**src/rtl/pp_desc_pkg.sv**
```systemverilog
package pp_desc_pkg;

    // Width of the batch exponent field in a slot control word.
    localparam int unsigned RPOW_W = 4;

    // Cycle codes. Values 4..7 are accepted in a slot but never run.
    typedef enum logic [2:0] {
        CYC_STOP     = 3'd0,
        CYC_BASIC    = 3'd1,
        CYC_AUTO     = 3'd2,
        CYC_PINGPONG = 3'd3,
        CYC_MSG      = 3'd4,
        CYC_MSG_ALT  = 3'd5,
        CYC_PSG      = 3'd6,
        CYC_PSG_ALT  = 3'd7
    } cyc_e;

    // Address step codes.
    typedef enum logic [1:0] {
        STEP_1    = 2'd0,
        STEP_2    = 2'd1,
        STEP_4    = 2'd2,
        STEP_NONE = 2'd3
    } step_e;

    typedef struct packed {
        cyc_e                cyc;
        logic [RPOW_W-1:0]   rpow;
        step_e               sstep;
        step_e               dstep;
    } slot_ctrl_t;

    typedef enum logic [2:0] {
        S_IDLE = 3'd0,
        S_LOAD = 3'd1,
        S_WAIT = 3'd2,
        S_XFER = 3'd3,
        S_DONE = 3'd4
    } seq_state_e;

    function automatic logic cyc_runs(input cyc_e c);
        return (c == CYC_BASIC) || (c == CYC_AUTO) || (c == CYC_PINGPONG);
    endfunction

endpackage

```
**src/rtl/pp_desc_addr.sv**
```systemverilog
module pp_desc_addr #(
    parameter int unsigned AW  = 32,
    parameter int unsigned NCH = 8,
    localparam int unsigned CHW = (NCH > 1) ? $clog2(NCH) : 1
) (
    input  logic [AW-1:0]  cb_base,
    input  logic [CHW-1:0] chan_id,
    output logic [AW-1:0]  addr_pri,
    output logic [AW-1:0]  addr_alt
);
    localparam int unsigned REC_BYTES = 16;
    localparam logic [AW-1:0] ALIGN_MASK = ~AW'(255);
    localparam logic [AW-1:0] ALT_OFS    = AW'(NCH * REC_BYTES);

    logic [AW-1:0] chan_ofs;

    always_comb begin
        chan_ofs = AW'(chan_id) << 4;
        addr_pri = (cb_base & ALIGN_MASK) + chan_ofs;
        addr_alt = addr_pri + ALT_OFS;
    end
endmodule

```
**src/rtl/pp_desc_store.sv**
```systemverilog
module pp_desc_store
    import pp_desc_pkg::*;
#(
    parameter int unsigned AW   = 32,
    parameter int unsigned CNTW = 10
) (
    input  logic             clk,
    input  logic             rst_n,
    input  logic             wr_en,
    input  logic             wr_alt,
    input  slot_ctrl_t       wr_ctrl,
    input  logic [CNTW-1:0]  wr_nm1,
    input  logic [AW-1:0]    wr_src,
    input  logic [AW-1:0]    wr_dst,
    input  logic             clr_en,
    input  logic             clr_alt,
    input  logic             rd_alt,
    output slot_ctrl_t       rd_ctrl,
    output logic [CNTW-1:0]  rd_nm1,
    output logic [AW-1:0]    rd_src,
    output logic [AW-1:0]    rd_dst
);
    localparam int unsigned NSLOT = 2;

    for (genvar g = 0; g < NSLOT; g++) begin : g_slot
        slot_ctrl_t      ctrl;
        logic [CNTW-1:0] nm1;
        logic [AW-1:0]   src;
        logic [AW-1:0]   dst;
        logic            hit_wr;
        logic            hit_clr;

        assign hit_wr  = wr_en  && (wr_alt  == 1'(g));
        assign hit_clr = clr_en && (clr_alt == 1'(g));

        // A software write takes precedence over the completion clear.
        always_ff @(posedge clk or negedge rst_n) begin
            if (!rst_n) begin
                ctrl <= slot_ctrl_t'('0);
                nm1  <= '0;
                src  <= '0;
                dst  <= '0;
            end else if (hit_wr) begin
                ctrl <= wr_ctrl;
                nm1  <= wr_nm1;
                src  <= wr_src;
                dst  <= wr_dst;
            end else if (hit_clr) begin
                ctrl.cyc <= CYC_STOP;
            end
        end
    end

    always_comb begin
        if (rd_alt) begin
            rd_ctrl = g_slot[1].ctrl;
            rd_nm1  = g_slot[1].nm1;
            rd_src  = g_slot[1].src;
            rd_dst  = g_slot[1].dst;
        end else begin
            rd_ctrl = g_slot[0].ctrl;
            rd_nm1  = g_slot[0].nm1;
            rd_src  = g_slot[0].src;
            rd_dst  = g_slot[0].dst;
        end
    end
endmodule

```
**src/rtl/pp_desc_fsm.sv**
```systemverilog
module pp_desc_fsm
    import pp_desc_pkg::*;
#(
    parameter int unsigned AW   = 32,
    parameter int unsigned CNTW = 10
) (
    input  logic             clk,
    input  logic             rst_n,
    input  logic             en_set,
    input  logic             start_alt,
    input  logic             req,
    input  slot_ctrl_t       rd_ctrl,
    input  logic [CNTW-1:0]  rd_nm1,
    input  logic [AW-1:0]    rd_src,
    input  logic [AW-1:0]    rd_dst,
    input  logic             beat_done,
    output logic             sel_alt,
    output logic             chan_en,
    output logic             beat_valid,
    output logic [AW-1:0]    beat_src,
    output logic [AW-1:0]    beat_dst,
    output logic             done_pulse,
    output logic             clr_en
);
    seq_state_e      st, nxt;
    logic            sel_q;
    logic            en_q;
    slot_ctrl_t      wk_ctrl;
    logic [CNTW-1:0] wk_rem;
    logic [CNTW-1:0] wk_batch;
    logic [AW-1:0]   wk_src;
    logic [AW-1:0]   wk_dst;
    logic [CNTW-1:0] batch_ld;
    logic [AW-1:0]   src_step;
    logic [AW-1:0]   dst_step;

    // State register.
    always_ff @(posedge clk or negedge rst_n) begin
        if (!rst_n) st <= S_IDLE;
        else        st <= nxt;
    end

    // Transitions.
    always_comb begin
        nxt = st;
        unique case (st)
            S_IDLE: if (en_set) nxt = S_LOAD;
            S_LOAD: nxt = cyc_runs(rd_ctrl.cyc) ? S_WAIT : S_IDLE;
            S_WAIT: if (req) nxt = S_XFER;
            S_XFER: begin
                if (beat_done) begin
                    if (wk_rem == '0)
                        nxt = S_DONE;
                    else if ((wk_batch == '0) && (wk_ctrl.cyc != CYC_AUTO))
                        nxt = S_WAIT;
                end
            end
            S_DONE: nxt = (wk_ctrl.cyc == CYC_PINGPONG) ? S_LOAD : S_IDLE;
            default: nxt = S_IDLE;
        endcase
    end

    // Batch size minus one, exponent capped at CNTW.
    always_comb begin
        if (wk_ctrl.rpow >= RPOW_W'(CNTW)) batch_ld = '1;
        else                               batch_ld = ~({CNTW{1'b1}} << wk_ctrl.rpow);
        src_step = (wk_ctrl.sstep == STEP_NONE) ? '0 : (AW'(1) << wk_ctrl.sstep);
        dst_step = (wk_ctrl.dstep == STEP_NONE) ? '0 : (AW'(1) << wk_ctrl.dstep);
    end

    // Working registers and channel enable.
    always_ff @(posedge clk or negedge rst_n) begin
        if (!rst_n) begin
            sel_q    <= 1'b0;
            en_q     <= 1'b0;
            wk_ctrl  <= slot_ctrl_t'('0);
            wk_rem   <= '0;
            wk_batch <= '0;
            wk_src   <= '0;
            wk_dst   <= '0;
        end else begin
            unique case (st)
                S_IDLE: begin
                    if (en_set) begin
                        en_q  <= 1'b1;
                        sel_q <= start_alt;
                    end
                end
                S_LOAD: begin
                    if (cyc_runs(rd_ctrl.cyc)) begin
                        wk_ctrl <= rd_ctrl;
                        wk_rem  <= rd_nm1;
                        wk_src  <= rd_src;
                        wk_dst  <= rd_dst;
                    end else begin
                        en_q <= 1'b0;
                    end
                end
                S_WAIT: begin
                    if (req) wk_batch <= batch_ld;
                end
                S_XFER: begin
                    if (beat_done) begin
                        wk_src <= wk_src + src_step;
                        wk_dst <= wk_dst + dst_step;
                        if (wk_rem != '0)   wk_rem   <= wk_rem - 1'b1;
                        if (wk_batch != '0) wk_batch <= wk_batch - 1'b1;
                    end
                end
                S_DONE: begin
                    if (wk_ctrl.cyc == CYC_PINGPONG) sel_q <= ~sel_q;
                    else                             en_q  <= 1'b0;
                end
                default: en_q <= 1'b0;
            endcase
        end
    end

    // Outputs.
    always_comb begin
        sel_alt    = sel_q;
        chan_en    = en_q;
        beat_valid = (st == S_XFER);
        beat_src   = wk_src;
        beat_dst   = wk_dst;
        done_pulse = (st == S_DONE);
        clr_en     = (st == S_DONE);
    end
endmodule

```
**src/rtl/pp_desc_seq.sv**
```systemverilog
module pp_desc_seq
    import pp_desc_pkg::*;
#(
    parameter int unsigned AW   = 32,
    parameter int unsigned NCH  = 8,
    parameter int unsigned CNTW = 10,
    parameter int unsigned SELW = 6,
    localparam int unsigned CHW = (NCH > 1) ? $clog2(NCH) : 1
) (
    input  logic              clk,
    input  logic              rst_n,
    input  logic [AW-1:0]     cb_base,
    input  logic [CHW-1:0]    chan_id,
    input  logic [SELW-1:0]   req_src,
    input  logic              dreq,
    input  logic              en_set,
    input  logic              start_alt,
    input  logic              wr_en,
    input  logic              wr_alt,
    input  logic [2:0]        wr_cycle,
    input  logic [RPOW_W-1:0] wr_rpow,
    input  logic [1:0]        wr_src_inc,
    input  logic [1:0]        wr_dst_inc,
    input  logic [CNTW-1:0]   wr_nminus1,
    input  logic [AW-1:0]     wr_src,
    input  logic [AW-1:0]     wr_dst,
    input  logic              beat_done,
    output logic              chan_en,
    output logic              active_alt,
    output logic              beat_valid,
    output logic [AW-1:0]     beat_src,
    output logic [AW-1:0]     beat_dst,
    output logic              done_pulse,
    output logic              done_alt,
    output logic [AW-1:0]     desc_addr_pri,
    output logic [AW-1:0]     desc_addr_alt
);
    slot_ctrl_t      wr_ctrl;
    slot_ctrl_t      rd_ctrl;
    logic [CNTW-1:0] rd_nm1;
    logic [AW-1:0]   rd_src;
    logic [AW-1:0]   rd_dst;
    logic            sel_alt;
    logic            clr_en;
    logic            req;

    always_comb begin
        wr_ctrl.cyc   = cyc_e'(wr_cycle);
        wr_ctrl.rpow  = wr_rpow;
        wr_ctrl.sstep = step_e'(wr_src_inc);
        wr_ctrl.dstep = step_e'(wr_dst_inc);
        // Source select zero: memory-to-memory, request always present.
        req           = (req_src == '0) || dreq;
        active_alt    = sel_alt;
        done_alt      = sel_alt;
    end

    pp_desc_addr #(.AW(AW), .NCH(NCH)) u_addr (
        .cb_base  (cb_base),
        .chan_id  (chan_id),
        .addr_pri (desc_addr_pri),
        .addr_alt (desc_addr_alt)
    );

    pp_desc_store #(.AW(AW), .CNTW(CNTW)) u_store (
        .clk     (clk),
        .rst_n   (rst_n),
        .wr_en   (wr_en),
        .wr_alt  (wr_alt),
        .wr_ctrl (wr_ctrl),
        .wr_nm1  (wr_nminus1),
        .wr_src  (wr_src),
        .wr_dst  (wr_dst),
        .clr_en  (clr_en),
        .clr_alt (sel_alt),
        .rd_alt  (sel_alt),
        .rd_ctrl (rd_ctrl),
        .rd_nm1  (rd_nm1),
        .rd_src  (rd_src),
        .rd_dst  (rd_dst)
    );

    pp_desc_fsm #(.AW(AW), .CNTW(CNTW)) u_fsm (
        .clk        (clk),
        .rst_n      (rst_n),
        .en_set     (en_set),
        .start_alt  (start_alt),
        .req        (req),
        .rd_ctrl    (rd_ctrl),
        .rd_nm1     (rd_nm1),
        .rd_src     (rd_src),
        .rd_dst     (rd_dst),
        .beat_done  (beat_done),
        .sel_alt    (sel_alt),
        .chan_en    (chan_en),
        .beat_valid (beat_valid),
        .beat_src   (beat_src),
        .beat_dst   (beat_dst),
        .done_pulse (done_pulse),
        .clr_en     (clr_en)
    );
endmodule

```
**config.mk**
```make
export PLATFORM = sky130hd
export DESIGN_NAME = pp_desc_seq
export DESIGN_NICKNAME = d
export VERILOG_FILES = /design/src/rtl/pp_desc_pkg.sv /design/src/rtl/pp_desc_addr.sv /design/src/rtl/pp_desc_store.sv /design/src/rtl/pp_desc_fsm.sv /design/src/rtl/pp_desc_seq.sv
export SDC_FILE = /design/constraint.sdc
export NUM_CORES = 1
export LEC_CHECK = 0
export BUFFER_PORTS_ARGS = -buffer_cell sky130_fd_sc_hd__clkbuf_2
export CAP_MARGIN = 20
export CELL_PAD_IN_SITES_DETAIL_PLACEMENT = 1
export CELL_PAD_IN_SITES_GLOBAL_PLACEMENT = 1
export CORE_MARGIN = 1
export CORE_UTILIZATION = 48
export CTS_CLUSTER_SIZE = 10
export DETAILED_ROUTE_END_ITERATION = 10
export GPL_TIMING_DRIVEN = 0
export MAX_ROUTING_LAYER = met4
export PLACE_DENSITY = 0.95
export SYNTH_ARGS = -nofsm -noshare
export SYNTH_HDL_FRONTEND = slang
export SYNTH_HIERARCHICAL = 1
export SYNTH_SLANG_ARGS = --single-unit
```
**constraint.sdc**
```tcl
create_clock -name clk -period 5.05 [get_ports clk]
set_input_delay 0.2525 -clock clk [delete_from_list [all_inputs] [get_ports clk]]
set_output_delay 0.2525 -clock clk [all_outputs]
set_load 0.005 [all_outputs]
```
==> results of run 1 <==
cells in the mapped netlist, drive strengths merged, types with 5 or more instances:
| cell | count |
|---|---|
| o211ai | 9 |
| o21ai | 49 |
| buf | 110 |
| o22a | 15 |
| clkbuf | 34 |
| mux2 | 248 |
| nor2 | 63 |
| a31oi | 12 |
| nor4 | 8 |
| nand3b | 5 |
| nand3 | 40 |
| a22o | 6 |
| and3 | 12 |
| or3 | 7 |
| nand2 | 99 |
| dfrtp | 270 |
| a21oi | 81 |
| o311ai | 6 |
| inv | 18 |
| and4 | 8 |
| a22oi | 5 |
| and2 | 8 |
| a21o | 7 |
| o31ai | 8 |
| a211oi | 8 |
| nand4 | 20 |
| o22ai | 15 |
| a311oi | 5 |
| ha | 9 |
| nor2b | 7 |
| nor3 | 20 |
| or4 | 6 |
state kept, by name, indices dropped and copies added (netlist names):
name,cells
u_fsm/beat_dst,32
u_fsm/beat_src,32
u_fsm/chan_en,1
u_fsm/sel_alt,1
u_fsm/st,3
u_fsm/wk_batch,10
u_fsm/wk_ctrl,11
u_fsm/wk_rem,10
u_store/g_slot.ctrl,22
u_store/g_slot.dst,64
u_store/g_slot.nm1,20
u_store/g_slot.src,64
worst max-delay path, stage by stage (launching register included):
cell and delay, ns:
sky130_fd_sc_hd__dfrtp_1 0.53, sky130_fd_sc_hd__buf_2 0.36, sky130_fd_sc_hd__buf_2 0.35, sky130_fd_sc_hd__buf_2 0.33
sky130_fd_sc_hd__o21ai_0 0.17, sky130_fd_sc_hd__or4b_4 0.58, sky130_fd_sc_hd__nor2_1 0.33, sky130_fd_sc_hd__buf_2 0.35
sky130_fd_sc_hd__buf_1 0.54, sky130_fd_sc_hd__nand2_1 0.14, sky130_fd_sc_hd__nand2_1 0.12
timing repair:
item / in CTS / in global routing
endpoints found under the hold margin: 99 / 0
hold buffers: 29 / 0
gates resized for setup: 0 / 0
worst min-delay path by stage:
stage,end,from,cells after the start
final,u_store/g_slot[0].src[22],wr_src[22],2
after global routing,u_store/g_slot[0].dst[24],wr_dst[24],2
after CTS,u_store/g_slot[0].src[24],wr_src[24],2
after detailed placement,u_store/g_slot[1].src[9],rst_n,1
after global placement,u_fsm/wk_rem[8],u_fsm/wk_rem[8],1
after floorplan,u_fsm/beat_dst[0],rst_n,0
cells by family after synthesis:
group | Yosys count | share of synthesized area
simple gates | 317 | 0.112
compound gates | 265 | 0.121
buf+inv | 162 | 0.0749
fa+ha+maj | 11 | 0.0107
xor+xnor | 2 | 0.00122
mux | 250 | 0.209
flops | 270 | 0.472
other cells | 2 | 0.000524
report_power, final:
| part | internal (mW) | switching, mW |
|---|---|---|
| clock | 1.25 | 0.935 |
| combinational | 1.37 | 2.31 |
| sequential | 2.70 | 0.616 |
| total | 5.31 | 3.86 |
metal layers:
layer  global-route usage  vias up
met1                0.424     6329
met4                0.212        0
met2                0.575      884
met3               0.0718      281
met5                    -        -
li1                     -     5184
area by class of cell:
type / count / area share
sequential: 270 / 0.392
multi-input combinational: 855 / 0.379
timing repair buffer: 250 / 0.0842
buffer: 144 / 0.0584
clock buffer: 41 / 0.0522
tap: 384 / 0.0279
inverter: 18 / 0.00392
clock inverter: 5 / 0.00182
==> flow_metrics.py, run 1 <==
metrics = {
    "cts": {
        "clock-root-buffer": "sky130_fd_sc_hd__clkbuf_16",
        "cts_made_buffers": 34,
        "worstSkewPairLatency_ns": 0.51,
        "clk_path_buf_depth": 3,
        "tritoncts_sink_count": 270,
        "postCtsSetupRepairBufs": 0,
        "cts.reportedPaths.clkPinSlew_ns": 0.06,
        "clock_tree.htree_level_count": 2,
        "cts_tree": "done",
    },
    "die": {
        "ios": 267,
        "die_area_sq_mm": 0.0305,
        "start_util": 0.494,
        "design.core.area_sq_mm": 0.0290,
        "floorplan.die.height_microns": 175,
        "die_x_microns": 175,
        "row_count": 62,
    },
    "placement": {
        "dpl.cell_count": 1892,
        "dpl-instance-area_sq_mm": 0.0160,
        "buffer_ports.inserted": 219,
        "pre_cts_slack_ns": 1.40,
        "detailedPlacementHpwl_mm": 35.2,
        "gpl.final_weighted_congestion": 0.919,
    },
    "global_routing": {
        "grt_start_max_net_pins": 115,
        "global_route_wire_length_before_repair_mm": 81.8,
        "via_count_of_the_first_global_routing_pass": 13700,
        "initial_antenna_violation_count": 0,
        "global_route.usage.total": 0.361,
        "grt-ovfl-total": 0,
    },
    "final_layout": {
        "final_area_sq_mm": 0.0172,
        "layout-drive-gt1-share": 0.397,
        "final_util": 0.593,
        "layout.nets": 1718,
        "seq_area_sq_mm": 0.00676,
        "areaGrowthSynthToFinish_pct": 20.2,
        "most_common_library_cell_in_the_layout_ignoring_fill_and_taps": "sky130_fd_sc_hd__dfrtp_1",
        "commonest_cells_after_routing_fill_and_taps_aside": "sky130_fd_sc_hd__dfrtp_1 (270), sky130_fd_sc_hd__clkbuf_2 (218), sky130_fd_sc_hd__mux2_2 (201), sky130_fd_sc_hd__nand2_1 (98), sky130_fd_sc_hd__a21oi_1 (81)",
        "multi_input_combinational_cell_area_sq_mm": 0.00653,
        "final.fill_count": 3111,
        "final_antenna_diode_count": 0,
        "finalNonFillerCells": 1967,
    },
    "yosys": {
        "yosys_warnings": 6,
        "synth.distinct_cells": 77,
        "ys_dominant_reg_cell": "sky130_fd_sc_hd__dfrtp_1",
        "ys_async_sr_fraction": 1.00,
        "post_synth_instance_area_sq_mm": 0.0143,
        "yosys.area.top_type": "sky130_fd_sc_hd__dfrtp_1",
        "synthCells": 1279,
        "synth_enable_flop_cells": 0,
        "synth_top_cells_by_area": "sky130_fd_sc_hd__dfrtp_1 (47%), sky130_fd_sc_hd__mux2_2 (16%), sky130_fd_sc_hd__mux2_4 (4.9%)",
        "post-synth-top-area-fraction": 0.472,
        "yosysSeqAreaShare": 0.472,
        "ys_ff_latch": 270,
        "avgSynthCellArea_sq_um": 11.2,
    },
    "routing": {
        "dr.first_iter.drc_count": 1164,
        "final_antenna_net_count": 0,
        "detail_route.first_pass.iterations": 5,
        "post_drt_via_cell_ratio": 6.45,
        "met2_wirelength_mm": 25.4,
        "top_layer_used": "met4",
        "met3RoutedLength_mm": 4.82,
        "total_routed_wirelength_mm": 53.5,
        "num_vias": 12700,
        "drt-met1-wl_mm": 19.8,
        "routedWlPerCell_microns": 27.2,
        "drc": 0,
    },
    "critical_path": {
        "worst_setup_path_end_kind": "register",
        "critical_path.startpoint": "u_fsm/sel_alt",
        "worstSetupPathType": "register to register",
        "r2r.worst_path.cells": 10,
        "ff2ff_setup_slack_ns": 1.14,
        "cp-endpoint": "u_fsm/wk_ctrl[0]",
        "crit_required_ns": 5.48,
        "path_max_fanout": 10,
        "timing.rr.start": "u_fsm/sel_alt",
        "worstSetupStartpointType": "register",
        "critical_path.reg2reg.endpoint": "u_fsm/wk_ctrl[0]",
        "worst-endpoint-arrival_ns": 4.35,
    },
    "sta": {
        "final.setup.tns_ns": 0,
        "tightest_slew_ns": 1.07,
        "whs_ns": 0.000526,
        "timing_hold_violations_final": 0,
        "fin_skew_ns": 0.0157,
        "rsz0062_at_grt": "no",
        "finalWorstSetupSlack_ns": 1.14,
        "finalWorstPathRequiredPeriod_ns": 3.91,
        "timing.max_slew.rel_slack": 0.285,
        "final_min_period_over_clock_period": 0.775,
        "fmax_mhz": 255,
        "slew_viol_final": 0,
        "timing.final.setup_violations": 0,
    },
    "flow_run": {
        "cap_viol_max_count": 0,
    },
    "pwr": {
        "fin_total_pwr_mw": 9.17,
        "p_leak_nw": 7.76,
        "peakVddDrop_mv": 0.258,
        "p_per_area_mw_per_mm2": 533,
    },
    "worst_hold_path": {
        "worst_hold_path_type": "primary input to register",
    },
    "outcome": {
        "run_status": "completed",
    },
}
Power figures use the tool's default switching activity.
==> inputs of run 2 (changes only) <==
--- a/config.mk
+++ b/config.mk
@@ -5,17 +5,18 @@
 export SDC_FILE = /design/constraint.sdc
 export NUM_CORES = 1
 export LEC_CHECK = 0
+export ABC_AREA = 1
 export BUFFER_PORTS_ARGS = -buffer_cell sky130_fd_sc_hd__clkbuf_2
 export CAP_MARGIN = 20
 export CELL_PAD_IN_SITES_DETAIL_PLACEMENT = 1
 export CELL_PAD_IN_SITES_GLOBAL_PLACEMENT = 1
 export CORE_MARGIN = 1
-export CORE_UTILIZATION = 48
+export CORE_UTILIZATION = 37
 export CTS_CLUSTER_SIZE = 10
 export DETAILED_ROUTE_END_ITERATION = 10
 export GPL_TIMING_DRIVEN = 0
 export MAX_ROUTING_LAYER = met4
-export PLACE_DENSITY = 0.95
+export PLACE_DENSITY = 0.88
 export SYNTH_ARGS = -nofsm -noshare
 export SYNTH_HDL_FRONTEND = slang
 export SYNTH_HIERARCHICAL = 1
==> constraint.sdc (replaced) <==
create_clock -name clk -period 3.2 [get_ports clk]
set_input_delay 0.16 -clock clk [delete_from_list [all_inputs] [get_ports clk]]
set_output_delay 0.16 -clock clk [all_outputs]
set_load 0.005 [all_outputs]
==> run 2 against run 1 <==
Hold slack improved by 0.15 ns. Non-clock buffer count increased by 77. Wire length increased by 6.1%. Die area increased by 37%. Sequential share of layout area decreased by 3.6 points. Register-to-register slack got worse by 1.0 ns. Final area increased by 10%. Global-route usage decreased by 8.0 points. Area after synthesis increased by 6.0%. Count of clock-buffer cells in the layout increased by 9.
==> flow_metrics.py, run 2 <==
metrics = {
    "final_layout": {
        "areaGrowthSynthToFinish_pct": 24.9,
        "final.fill_count": 5162,
        "layout.nets": 2664,
        "most_common_library_cell_in_the_layout_ignoring_fill_and_taps": "sky130_fd_sc_hd__nand2_1",
        "layout-drive-gt1-share": 0.167,
        "final_antenna_diode_count": 0,
        "final_area_sq_mm": 0.0190,
        "commonest_cells_after_routing_fill_and_taps_aside": "sky130_fd_sc_hd__nand2_1 (695), sky130_fd_sc_hd__dfrtp_1 (270), sky130_fd_sc_hd__inv_1 (260), sky130_fd_sc_hd__nor2_1 (237), sky130_fd_sc_hd__clkbuf_2 (221)",
        "largestRegisters": "u_store/g_slot.dst (64), u_store/g_slot.src (64)",
    },
    "routing": {
        "total_routed_wirelength_mm": 56.7,
        "final_antenna_net_count": 0,
        "drc": 0,
        "detail_route.first_pass.iterations": 5,
        "routedWlPerCell_microns": 18.5,
        "dr.first_iter.drc_count": 806,
        "post_drt_via_cell_ratio": 5.18,
        "num_vias": 15900,
    },
    "critical_path": {
        "crit_required_ns": 3.66,
        "worstSetupStartpointType": "register",
        "path_max_fanout": 10,
        "worstSetupPathType": "register to register",
        "worst_setup_path_end_kind": "register",
        "worst-endpoint-arrival_ns": 3.56,
    },
    "yosys": {
        "synth_enable_flop_cells": 0,
        "synth.distinct_cells": 36,
        "post-synth-top-count-cell": "sky130_fd_sc_hd__nand2_1",
        "synth_top_cells_by_area": "sky130_fd_sc_hd__dfrtp_1 (44%), sky130_fd_sc_hd__nand2_1 (17%), sky130_fd_sc_hd__o21ai_0 (7.2%)",
        "ys_dominant_reg_cell": "sky130_fd_sc_hd__dfrtp_1",
        "synthCells": 2162,
        "post_synth_instance_area_sq_mm": 0.0152,
        "yosys.area.top_type": "sky130_fd_sc_hd__dfrtp_1",
        "avgSynthCellArea_sq_um": 7.02,
        "post-synth-top-area-fraction": 0.445,
        "ys_ff_latch": 270,
        "yosys_warnings": 6,
        "synth.cells.most_frequent": "sky130_fd_sc_hd__nand2_1 (695), sky130_fd_sc_hd__dfrtp_1 (270), sky130_fd_sc_hd__inv_1 (260)",
        "yosysSeqAreaShare": 0.445,
        "ys_async_sr_fraction": 1.00,
    },
    "global_routing": {
        "global_route_wire_length_before_repair_mm": 89.4,
        "grt_start_max_net_pins": 105,
        "grt-ovfl-total": 0,
        "global_route.usage.total": 0.281,
        "initial_antenna_violation_count": 0,
        "via_count_of_the_first_global_routing_pass": 16800,
    },
    "die": {
        "ios": 267,
        "floorplan.die.height_microns": 205,
        "row_count": 73,
        "die_x_microns": 205,
        "start_util": 0.379,
        "die_area_sq_mm": 0.0419,
        "design.core.area_sq_mm": 0.0401,
    },
    "cts": {
        "tritoncts_sink_count": 270,
        "cts_tree": "done",
        "clock_tree.htree_level_count": 2,
        "worstSkewPairLatency_ns": 0.53,
        "clk_path_buf_depth": 3,
        "cts_made_buffers": 34,
        "cts.reportedPaths.clkPinSlew_ns": 0.06,
        "clock-root-buffer": "sky130_fd_sc_hd__clkbuf_16",
    },
    "pwr": {
        "p_per_area_mw_per_mm2": 859,
        "p_leak_nw": 9.67,
        "peakVddDrop_mv": 0.418,
    },
    "sta": {
        "final_min_period_over_clock_period": 0.971,
        "timing_hold_violations_final": 0,
        "finalWorstSetupSlack_ns": 0.0939,
        "timing.final.setup_violations": 0,
        "tightest_slew_ns": 0.710,
        "whs_ns": 0.154,
        "slew_viol_final": 0,
        "fmax_mhz": 322,
        "timing.max_slew.rel_slack": 0.522,
        "fin_skew_ns": 0.0160,
        "finalWorstPathRequiredPeriod_ns": 3.11,
    },
    "worst_hold_path": {
        "worst_hold_path_type": "primary input to register",
    },
    "placement": {
        "dpl-instance-area_sq_mm": 0.0170,
        "buffer_ports.inserted": 221,
        "gpl.final_weighted_congestion": 0.921,
        "detailedPlacementHpwl_mm": 40.5,
        "pre_cts_slack_ns": -0.0426,
    },
    "outcome": {
        "run_status": "completed",
    },
    "flow_run": {
        "cap_viol_max_count": 0,
    },
}
==> run 2: cell count changes after synthesis, sizes merged, moves of 13 or more <==
cell    before  now
inv         18  268
mux2       248    0
buf        110  138
nor3        20    4
nor2        63  238
o21ai       49  327
o22a        15    0
nand2       99  697
clkbuf      34   20
nand3       40   87
nand3b       5   18
a21oi       81   29
==> run 2: worst max-delay path: stages, from the launching register on <==
cell and delay (ns):
sky130_fd_sc_hd__dfrtp_1 0.50, sky130_fd_sc_hd__buf_4 0.34, sky130_fd_sc_hd__buf_6 0.26, sky130_fd_sc_hd__buf_2 0.29, sky130_fd_sc_hd__nand2_1 0.11, sky130_fd_sc_hd__o21ai_0 0.11
sky130_fd_sc_hd__inv_1 0.08, sky130_fd_sc_hd__nand2_1 0.08, sky130_fd_sc_hd__nand3_1 0.11, sky130_fd_sc_hd__buf_4 0.20, sky130_fd_sc_hd__inv_2 0.13, sky130_fd_sc_hd__o21ai_4 0.08
sky130_fd_sc_hd__buf_12 0.14, sky130_fd_sc_hd__clkbuf_4 0.23, sky130_fd_sc_hd__nor2_1 0.19, sky130_fd_sc_hd__nand2_1 0.07, sky130_fd_sc_hd__o21ai_1 0.07
==> run 2: repair_timing <==
item                       CTS  global route
hold endpoints to repair   246             0
pin swaps                    0             1
hold buffers                88             0
setup buffers                0             2
resized for setup            1             3
setup endpoints to repair   10            33
==> run 2: final timing paths <==
path | start | end | slack [ns] | depth (start not counted)
setup reg to reg | u_fsm/sel_alt | u_fsm/beat_dst[13] | 0.09 | 16
max in group asynchronous | rst_n | u_fsm/beat_src[17] | 1.55 | 4
min in group asynchronous | rst_n | u_fsm/beat_dst[23] | 0.21 | 2
hold / removal | beat_done | u_fsm/st[1] | 0.15 | 6
setup / recovery | u_fsm/sel_alt | u_fsm/beat_dst[13] | 0.09 | 16
hold reg to reg | u_fsm/wk_batch[9] | u_fsm/wk_batch[9] | 0.48 | 2
==> run 2: per-stage QoR <==
stage                     power, mW   TNS, ns  cells  utilization
after floorplan                9.43         0   2170            -
after detailed placement       12.4    -0.164   2918        0.425
final                          16.3         0   3059        0.473
after CTS                      16.2         0   3057        0.472
after global placement         12.0  -1002.86   2916        0.423
after global routing           17.4  -0.00326   3059        0.473
==> run 2: cells by family (layout without fill, tap and decap cells) <==
kind of cell             count (synthesis)  in the layout  synth area share
buffers and inverters                  426            790             0.132
XOR/XNOR                                 5              5           0.00288
adder cells (fa/ha/maj)                 11             11            0.0101
AO/OA/AOI/OAI                          381            381             0.130
other                                    2             10          0.000494
flip-flops                             270            270             0.445
AND/OR/NAND/NOR                       1067           1067             0.280
==> run 2: cell type report <==
cell class                 count  area, sq um  area share
sequential                   270         6760       0.356
inverter                     268         1010      0.0530
timing repair buffer         313         2080       0.110
clock buffer                  50          995      0.0525
clock inverter                 1         7.51    0.000396
multi-input combinational   1474         6450       0.340
tap                          525          657      0.0346
buffer                       158         1010      0.0533
==> run 2: routing by layer <==
metal / vias to the layer above / GRT usage / share of wire
met1: 7849 / 0.343 / 0.43
met2: 480 / 0.466 / 0.49
met3: 136 / 0.0355 / 0.048
li1: 7390 / - / -
met4: 0 / 0.123 / 0.040
met5: - / - / 0
==> run 2: report_power, final <==
group	switching, mW	total, mW	internal (mW)
logic	4.91	7.36	2.45
registers	0.999	5.30	4.30
clock network	1.51	3.63	2.13
